[src/rtl/burst_seq_pkg.sv]
package burst_seq_pkg;

    localparam int LOW_W  = 2;
    localparam int BEAT_W = 2;

    typedef logic [LOW_W-1:0]  low_t;
    typedef logic [BEAT_W-1:0] beat_t;

    typedef enum logic {
        ORD_LINEAR     = 1'b0,
        ORD_INTERLEAVE = 1'b1
    } order_e;

    typedef enum logic [1:0] {
        CMD_IDLE,
        CMD_LOAD,
        CMD_DESEL,
        CMD_STEP
    } cmd_e;

    function automatic low_t burst_low(input low_t start, input beat_t beat, input order_e ord);
        low_t res;
        if (ord == ORD_INTERLEAVE) res = start ^ low_t'(beat);
        else                       res = start + low_t'(beat);
        return res;
    endfunction

    function automatic cmd_e decode_cmd(input logic hold, input logic adv,
                                        input logic sel, input logic active);
        cmd_e c;
        if (hold)         c = CMD_IDLE;
        else if (!adv)    c = sel ? CMD_LOAD : CMD_DESEL;
        else if (active)  c = CMD_STEP;
        else              c = CMD_IDLE;
        return c;
    endfunction

endpackage

[src/rtl/burst_load_reg.sv]
module burst_load_reg
    import burst_seq_pkg::*;
#(
    parameter int UP_W = 17
) (
    input  logic            clk,
    input  logic            rst,
    input  cmd_e            cmd,
    input  logic            hold,
    input  logic [UP_W-1:0] upper_in,
    input  low_t            start_in,
    output logic [UP_W-1:0] upper_q,
    output low_t            start_q,
    output logic            active_q
);

    always_ff @(posedge clk) begin
        if (rst) begin
            upper_q  <= '0;
            start_q  <= '0;
            active_q <= 1'b0;
        end else begin
            case (cmd)
                CMD_LOAD: begin
                    upper_q  <= upper_in;
                    start_q  <= start_in;
                    active_q <= 1'b1;
                end
                CMD_DESEL: active_q <= 1'b0;
                default: ;
            endcase
        end
    end

    assert_upper_kept_R6: assert property (@(posedge clk) disable iff (rst)
        (cmd == CMD_STEP) |=> $stable(upper_q) && $stable(start_q));

    assert_desel_clears_R7: assert property (@(posedge clk) disable iff (rst)
        (cmd == CMD_DESEL) |=> !active_q);

    assert_hold_keeps_R5: assert property (@(posedge clk) disable iff (rst)
        hold |=> $stable(upper_q) && $stable(start_q) && $stable(active_q));

endmodule

[src/rtl/burst_beat_ctr.sv]
module burst_beat_ctr
    import burst_seq_pkg::*;
(
    input  logic  clk,
    input  logic  rst,
    input  cmd_e  cmd,
    input  logic  hold,
    output beat_t beat_q
);

    always_ff @(posedge clk) begin
        if (rst) begin
            beat_q <= '0;
        end else begin
            case (cmd)
                CMD_LOAD: beat_q <= '0;
                CMD_STEP: beat_q <= beat_q + beat_t'(1);
                default: ;
            endcase
        end
    end

    assert_load_zero_R3: assert property (@(posedge clk) disable iff (rst)
        (cmd == CMD_LOAD) |=> (beat_q == '0));

    assert_step_inc_R4: assert property (@(posedge clk) disable iff (rst)
        (cmd == CMD_STEP) |=> (beat_q == $past(beat_q) + beat_t'(1)));

    assert_hold_beat_R5: assert property (@(posedge clk) disable iff (rst)
        hold |=> $stable(beat_q));

endmodule

[src/rtl/burst_order_gen.sv]
module burst_order_gen
    import burst_seq_pkg::*;
(
    input  low_t   start,
    input  beat_t  beat,
    input  order_e ord,
    output low_t   low
);

    always_comb begin
        low = burst_low(start, beat, ord);
    end

endmodule

[src/rtl/burst_addr_seq.sv]
module burst_addr_seq
    import burst_seq_pkg::*;
#(
    parameter int ADDR_W = 19
) (
    input  logic              clk,
    input  logic              rst,
    input  logic              hold_i,
    input  logic              adv_i,
    input  logic              sel_i,
    input  logic              order_i,
    input  logic [ADDR_W-1:0] addr_i,
    output logic [ADDR_W-1:0] addr_o,
    output logic [1:0]        beat_o,
    output logic              valid_o
);

    localparam int UP_W = ADDR_W - LOW_W;

    cmd_e            cmd;
    logic [UP_W-1:0] upper_q;
    low_t            start_q;
    logic            active_q;
    beat_t           beat_q;
    low_t            low;
    order_e          ord;

    always_comb begin
        cmd = decode_cmd(hold_i, adv_i, sel_i, active_q);
        ord = order_e'(order_i);
    end

    burst_load_reg #(.UP_W(UP_W)) u_load (
        .clk      (clk),
        .rst      (rst),
        .cmd      (cmd),
        .hold     (hold_i),
        .upper_in (addr_i[ADDR_W-1:LOW_W]),
        .start_in (addr_i[LOW_W-1:0]),
        .upper_q  (upper_q),
        .start_q  (start_q),
        .active_q (active_q)
    );

    burst_beat_ctr u_beat (
        .clk    (clk),
        .rst    (rst),
        .cmd    (cmd),
        .hold   (hold_i),
        .beat_q (beat_q)
    );

    burst_order_gen u_order (
        .start (start_q),
        .beat  (beat_q),
        .ord   (ord),
        .low   (low)
    );

    assign addr_o  = {upper_q, low};
    assign beat_o  = beat_q;
    assign valid_o = active_q;

    assert_linear_step_R1: assert property (@(posedge clk) disable iff (rst)
        (!hold_i && adv_i && valid_o && !order_i) ##1 !order_i
        |-> addr_o[1:0] == $past(addr_o[1:0]) + 2'd1);

    assert_interleave_step_R2: assert property (@(posedge clk) disable iff (rst)
        (!hold_i && adv_i && valid_o && order_i) ##1 order_i
        |-> (addr_o[1:0] ^ $past(addr_o[1:0])) == (beat_o ^ $past(beat_o)));

    assert_load_addr_R3: assert property (@(posedge clk) disable iff (rst)
        (!hold_i && !adv_i && sel_i) |=> valid_o && (addr_o == $past(addr_i)));

    assert_idle_step_R8: assert property (@(posedge clk) disable iff (rst)
        (!valid_o && adv_i) |=> !valid_o);

endmodule

[config.mk]
export PLATFORM = sky130hd
export DESIGN_NAME = burst_addr_seq
export DESIGN_NICKNAME = d
export VERILOG_FILES = /design/src/rtl/burst_seq_pkg.sv /design/src/rtl/burst_load_reg.sv /design/src/rtl/burst_beat_ctr.sv /design/src/rtl/burst_order_gen.sv /design/src/rtl/burst_addr_seq.sv
export SDC_FILE = /design/constraint.sdc
export NUM_CORES = 1
export LEC_CHECK = 0
export BUFFER_PORTS_ARGS = -buffer_cell sky130_fd_sc_hd__buf_2
export CAP_MARGIN = 10
export CORE_AREA = 10 10 63 59
export CTS_BUF_LIST = sky130_fd_sc_hd__clkbuf_4
export CTS_CLUSTER_DIAMETER = 200
export DETAILED_ROUTE_END_ITERATION = 10
export DIE_AREA = 0 0 73 69
export PLACE_DENSITY = 0.69
export REMOVE_ABC_BUFFERS = 1
export SYNTH_ARGS = -nofsm -noshare
export SYNTH_HDL_FRONTEND = slang
export SYNTH_SLANG_ARGS = --single-unit
[constraint.sdc]
create_clock -name clk -period 1.7 [get_ports clk]
set_input_delay 0.085 -clock clk [delete_from_list [all_inputs] [get_ports clk]]
set_output_delay 0.085 -clock clk [all_outputs]
set_load 0.05 [all_outputs]
==> flow_summary.json, run 1 <==
{
  "status": "finished, final reports clean",
  "whs_path_depth": 3,
  "rsz0062_at_grt": "false",
  "critPathLaunchType": "register",
  "wirelength_mm": 2.197,
  "slew_headroom": 0.7338,
  "finalHoldViolCount": 0,
  "synth-main-ff-cell": "dfxtp_1",
  "initial_core_util": 0.3875,
  "yosys.area.top_type": "dfxtp_1",
  "clk_pin_slew_ns": 0.11,
  "fin_crit_ns": 1.506,
  "route.met2.wl_mm": 1.003,
  "grt_max_degree": 23,
  "maxCapViolCount": 0,
  "synth_enable_flop_cells": 0,
  "hold_start": "addr_i[13]",
  "io-pin-count": 47,
  "yosysWarnings": 0,
  "reg2reg_from": "u_load.active_q",
  "antenna_cells": 0,
  "r2r_slack_ns": 0.19,
  "final_util": 0.4990,
  "synth-seq-cells": 22,
  "root_buffer": "clkbuf_4",
  "dr_wl_met3_um": 251,
  "end_kind": "register",
  "r2r-end": "u_load.upper_q[6]",
  "tightest_slew_ns": 0.3993,
  "dieArea_mm2": 0.005037,
  "drc": 0,
  "post_drt_wl_per_cell_um": 13.32,
  "ir_worst_vdd_mv": 0.5905,
  "grt_usage": 0.08886,
  "avgSynthCellArea_um2": 10.21,
  "grt_pass1_vias": 839,
  "cts_made_buffers": 3,
  "drive_gt1_frac": 0.3942,
  "fin_nets": 168,
  "post_cts_buffers": 0,
  "grt.overflow.total": 0,
  "htreeDepth": 1,
  "design.core.area_mm2": 0.002425,
  "dr.pass1.iters": 4,
  "fp-row-count": 17,
  "worst_slack_ns": 0.1940,
  "dp_slack_ns": 0.1912,
  "dp_hpwl_mm": 1.770,
  "cts-resized-gates": 0,
  "routed.top_layer": "met4",
  "leakage_uw": 0.0005912,
  "drtIter0Drc": 18,
  "ant_nets": 0,
  "fp.dieH_um": 69,
  "synthArstFlopShare": 0,
  "cts_tree": "yes",
  "areaGrowthSynthToFinish_pct": 28.76,
  "r2r_cells": 7,
  "dr_total_vias": 755,
  "io_buffers": 46,
  "clock_path_buffers": 2,
  "via_per_inst": 4.576,
  "max_freq_ghz": 0.6640,
  "antenna_found_initial": 0,
  "cts_sinks": 22,
  "drv_slew": 0,
  "cp.required_ns": 1.88,
  "wl_met1_um": 908,
  "setup_violations": 0,
  "min_period_over_period": 0.8859,
  "yosysTopAreaCellShare": 0.4687,
  "holdPathEnd": "u_load.upper_q[11]",
  "hp-class": "input pin to register",
  "worstPathMaxFanout": 19,
  "arrival_ns": 1.69,
  "critPathKind": "register to register",
  "power_density_mw_per_mm2": 850.8,
  "ctsHoldBuffers": 0,
  "gp_congestion": 0.7624,
  "die_w_um": 73,
  "final_common_cell": "buf_2",
  "yosys.cell_types.count": 20,
  "clock_latency_ns": 0.30,
  "layout_common_cells": "buf_2 (46), dfxtp_1 (22), nor2_1 (21)",
  "synth_cells": 92,
  "synthTopCellsByArea": "dfxtp_1 (47%), mux2i_1 (21%), nor2_1 (8.4%), ha_1 (5.3%), nor2b_1 (3.3%)",
  "grt_pass1_wl_mm": 3.691,
  "finClkSkew_ns": 0.005721,
  "synthesis.area_um2": 939.7,
  "yosysSeqAreaShare": 0.4687
}
sequential cells by signal, summed over array words and instances (netlist names):
register / flops
u_load.upper_q: 17
u_beat.beat_q: 2
u_load.start_q: 2
u_load.active_q: 1
synth_stat cells (2+ instances only):
cell	count
dfxtp_1	22
mux2i_1	20
xnor2_1	2
inv_1	2
clkbuf_1	2
a21oi_1	3
ha_1	4
nor2_1	21
nor2b_1	5
critical path, stage by stage, from the launching register on:
cell,delay [ns]
dfxtp_1,0.35
mux2_4,0.28
nand2_1,0.09
inv_1,0.06
ha_1,0.22
buf_12,0.17
mux2i_1,0.16
nor2_1,0.05
worst max-delay path by stage:
stage | endpoint | slack, ns | from | cells past startpoint
after floorplan | u_load.start_q[0] | -0.50 | u_load.active_q | 6
after global placement | u_beat.beat_q[1] | 0.24 | u_load.active_q | 7
after detailed placement | u_load.start_q[0] | 0.19 | u_load.active_q | 7
after CTS | addr_o[1] | 0.16 | u_beat.beat_q[0] | 4
after global routing | u_load.upper_q[10] | 0.06 | u_load.active_q | 7
final | u_load.upper_q[6] | 0.19 | u_load.active_q | 7
report_power, final:
group | internal, uW | leakage [uW] | total [uW] | switching, uW
Clock | 82.5 | 0.0000138 | 224 | 142
Combinational | 87.0 | 0.000399 | 251 | 164
Sequential | 541 | 0.000179 | 554 | 13.9
final cells by class:
class	instances	area [um^2]
Sequential cell	22	440.4
Multi-Input combinational cell	62	450.4
Fill cell	241	1215
Tap cell	28	35.03
Inverter	3	11.26
Timing Repair Buffer	47	250.2
Clock buffer	3	22.52
cell families after synthesis:
group | after synthesis | synth area share
adders and majority gates | 4 | 0.05326
muxes | 21 | 0.2290
buffers and inverters | 8 | 0.05192
DFF | 22 | 0.4687
AOI/OAI and AO/OA | 5 | 0.03461
xor gates and xnor gates | 2 | 0.01865
and+or+nand+nor | 30 | 0.1438
per-stage QoR:
step | TNS [ns] | hold WS [ns] | cells | instance area, um^2 | total power [uW]
after floorplan | -9.529 | 0.1541 | 87 | 902.1 | 737.3
after global placement | 0 | 0.3159 | 162 | 1187 | 813.8
after detailed placement | 0 | 0.3291 | 162 | 1187 | 818.8
after global routing | 0 | 0.01194 | 165 | 1210 | 1095
after CTS | 0 | 0.005410 | 165 | 1210 | 1052
final | 0 | 0.01756 | 165 | 1210 | 1029
routing by layer:
layer  vias to the layer above  global-route usage
met2                        31              0.1498
met5                         -                   0
li1                        396                   -
met1                       324             0.08681
met3                         4             0.05849
met4                         0             0.02092
(Power assumes the default switching activity.)
==> run 2: changes to the inputs <==
- ABC_AREA: unset -> 1
- CORE_AREA: 10 10 63 59 -> 10 10 63 60
- DIE_AREA: 0 0 73 69 -> 0 0 73 70
==> run 2 against run 1 <==
Effect of this change: clock skew is 0.0036 ns lower; via count is 24% higher; final cell count is 29% higher; sequential share of layout area is 4.5 points lower; sequential power is 3% higher; clock-buffer cell count stayed put; register-to-register slack better by 0.04 ns; design area is 14% higher.
==> flow_summary.json, run 2 <==
{
  "dieArea_mm2": 0.005110,
  "yosys.area.top_type": "dfxtp_1",
  "yosys.cell_types.count": 20,
  "design.core.area_mm2": 0.002567,
  "synthArstFlopShare": 0,
  "grt_pass1_wl_mm": 4.409,
  "yosysTopAreaCellShare": 0.4524,
  "grt_usage": 0.1045,
  "worst_slack_ns": 0.1706,
  "areaGrowthSynthToFinish_pct": 41.90,
  "cts_tree": "yes",
  "post-synth-top-count-cell": "nor2_1",
  "status": "finished, final reports clean",
  "fin_nets": 214,
  "end_kind": "primary output",
  "slew_headroom": 0.7004,
  "io_buffers": 46,
  "setup_violations": 0,
  "antenna_found_initial": 0,
  "die_w_um": 73,
  "power_density_mw_per_mm2": 806.2,
  "seqCellArea_um2": 440.4,
  "cts_made_buffers": 3,
  "largest_reg_flops": 17,
  "drtIter0Drc": 55,
  "ant_nets": 0,
  "fp.dieH_um": 70,
  "fp-row-count": 18,
  "finClkSkew_ns": 0.002096,
  "cts-resized-gates": 0,
  "final_util": 0.5380,
  "avgSynthCellArea_um2": 7.914,
  "hp-class": "input pin to register",
  "ctsHoldBuffers": 12,
  "min_period_over_period": 0.8997,
  "top_register": "u_load.upper_q",
  "r2r_slack_ns": 0.23,
  "endpoint": "addr_o[1]",
  "leakage_uw": 0.0007272,
  "postLayoutCellArea_mm2": 0.001381,
  "cts_sinks": 22,
  "place_area_mm2": 0.001199,
  "whs_ns": 0.001801,
  "synth_cells": 123,
  "layout_common_cells": "buf_2 (46), nor2_1 (32), dfxtp_1 (22)",
  "dp_slack_ns": 0.2474,
  "ir_worst_vdd_mv": 0.6634,
  "drv_slew": 0,
  "post_cts_buffers": 0,
  "arrival_ns": 1.44,
  "maxCapViolCount": 0,
  "r2r-end": "u_load.upper_q[8]",
  "io-pin-count": 47,
  "final_common_cell": "buf_2",
  "synth-seq-cells": 22,
  "fin_crit_ns": 1.529,
  "gp_congestion": 0.8135,
  "synth_enable_flop_cells": 0,
  "grt_pass1_vias": 958,
  "synthTopCellsByArea": "dfxtp_1 (45%), nor2_1 (12%), o21ai_0 (9.8%), nor2_2 (6.4%), ha_1 (5.1%)",
  "yosysSeqAreaShare": 0.4524,
  "post_drt_wl_per_cell_um": 12.18,
  "r2r_cells": 9,
  "clock_path_buffers": 2,
  "dr_total_vias": 938,
  "largest_registers": "u_load.upper_q (17), u_beat.beat_q (2), u_load.start_q (2)",
  "grt_max_degree": 21,
  "dp_hpwl_mm": 1.904,
  "multi_input_area_um2": 434.2,
  "wirelength_mm": 2.595,
  "drc": 0,
  "max_freq_ghz": 0.6538,
  "reg2reg_from": "u_load.active_q",
  "synthesis.area_um2": 973.4,
  "dr.pass1.iters": 4,
  "synth_common_cells": "nor2_1 (32), dfxtp_1 (22), o21ai_0 (19)",
  "htreeDepth": 1,
  "cp.required_ns": 1.62,
  "finalHoldViolCount": 0,
  "critPathKind": "register to primary output",
  "synth-main-ff-cell": "dfxtp_1",
  "initial_core_util": 0.3791,
  "clock_latency_ns": 0.31,
  "yosysWarnings": 0,
  "rsz0062_at_grt": "false",
  "root_buffer": "clkbuf_4",
  "critPathLaunchType": "register",
  "clk_pin_slew_ns": 0.11,
  "tightest_slew_ns": 0.4489,
  "grt.overflow.total": 0,
  "antenna_cells": 0,
  "num-fill-cells": 242,
  "worstPathMaxFanout": 6,
  "drive_gt1_frac": 0.3607,
  "cp-startpoint": "u_beat.beat_q[0]",
  "via_per_inst": 4.404
}
-- run 2: cell type report --
cell class              instances  share of cell area
flip-flops and latches         22              0.3188
multi-input cells              84              0.3143
repair buffers                 63              0.2880
inverters                      11             0.03533
well taps                      30             0.02717
clock buffers                   3             0.01630
-- run 2: power breakdown --
part / leakage (uW) / internal, uW / switching [uW]
registers: 0.000180 / 550 / 18.0
logic: 0.000534 / 99.7 / 215
clock network: 0.0000138 / 82.9 / 148
total: 0.000727 / 733 / 381
-- run 2: how the worst min path moves through the flow --
stage                    from                 to  slack, ns  depth (start not counted)
floorplan                 rst   u_beat.beat_q[0]       0.15                          1
global placement          rst    u_load.active_q       0.29                          2
detailed placement        rst    u_load.active_q       0.29                          2
CTS                 addr_i[1]  u_load.start_q[1]     0.0003                          3
global route        addr_i[7]  u_load.upper_q[5]      0.005                          3
finish              addr_i[7]  u_load.upper_q[5]      0.002                          3
-- run 2: worst max-delay path, stage by stage (launching register included) --
cell     delay (ns)
dfxtp_1        0.44
ha_1           0.17
inv_1          0.03
nor2_1         0.10
xor2_1         0.14
inv_1          0.04
buf_2          0.20
-- run 2: logic make-up after synthesis --
logic type / after synthesis / share of synthesized area
AOI/OAI and AO/OA: 21 / 0.1080
buffers and inverters: 17 / 0.1015
xor gates and xnor gates: 2 / 0.01800
adders and majority gates: 4 / 0.05142
and+or+nand+nor: 57 / 0.2686
DFF: 22 / 0.4524
-- run 2: metrics by stage --
stage,power (uW),instances,setup TNS (ns)
after floorplan,779.7,117,-3.121
after global placement,862.1,194,0
after detailed placement,867.4,194,0
after CTS,1118,209,0
after global routing,1185,213,0
final,1114,213,0
-- run 2: per-layer routing --
layer,vias to the layer above,part of all wire,global-route usage
met4,0,0.012,0.03165
met3,5,0.12,0.07203
li1,506,-,-
met2,36,0.43,0.1614
met1,391,0.43,0.1104
met5,-,0,0
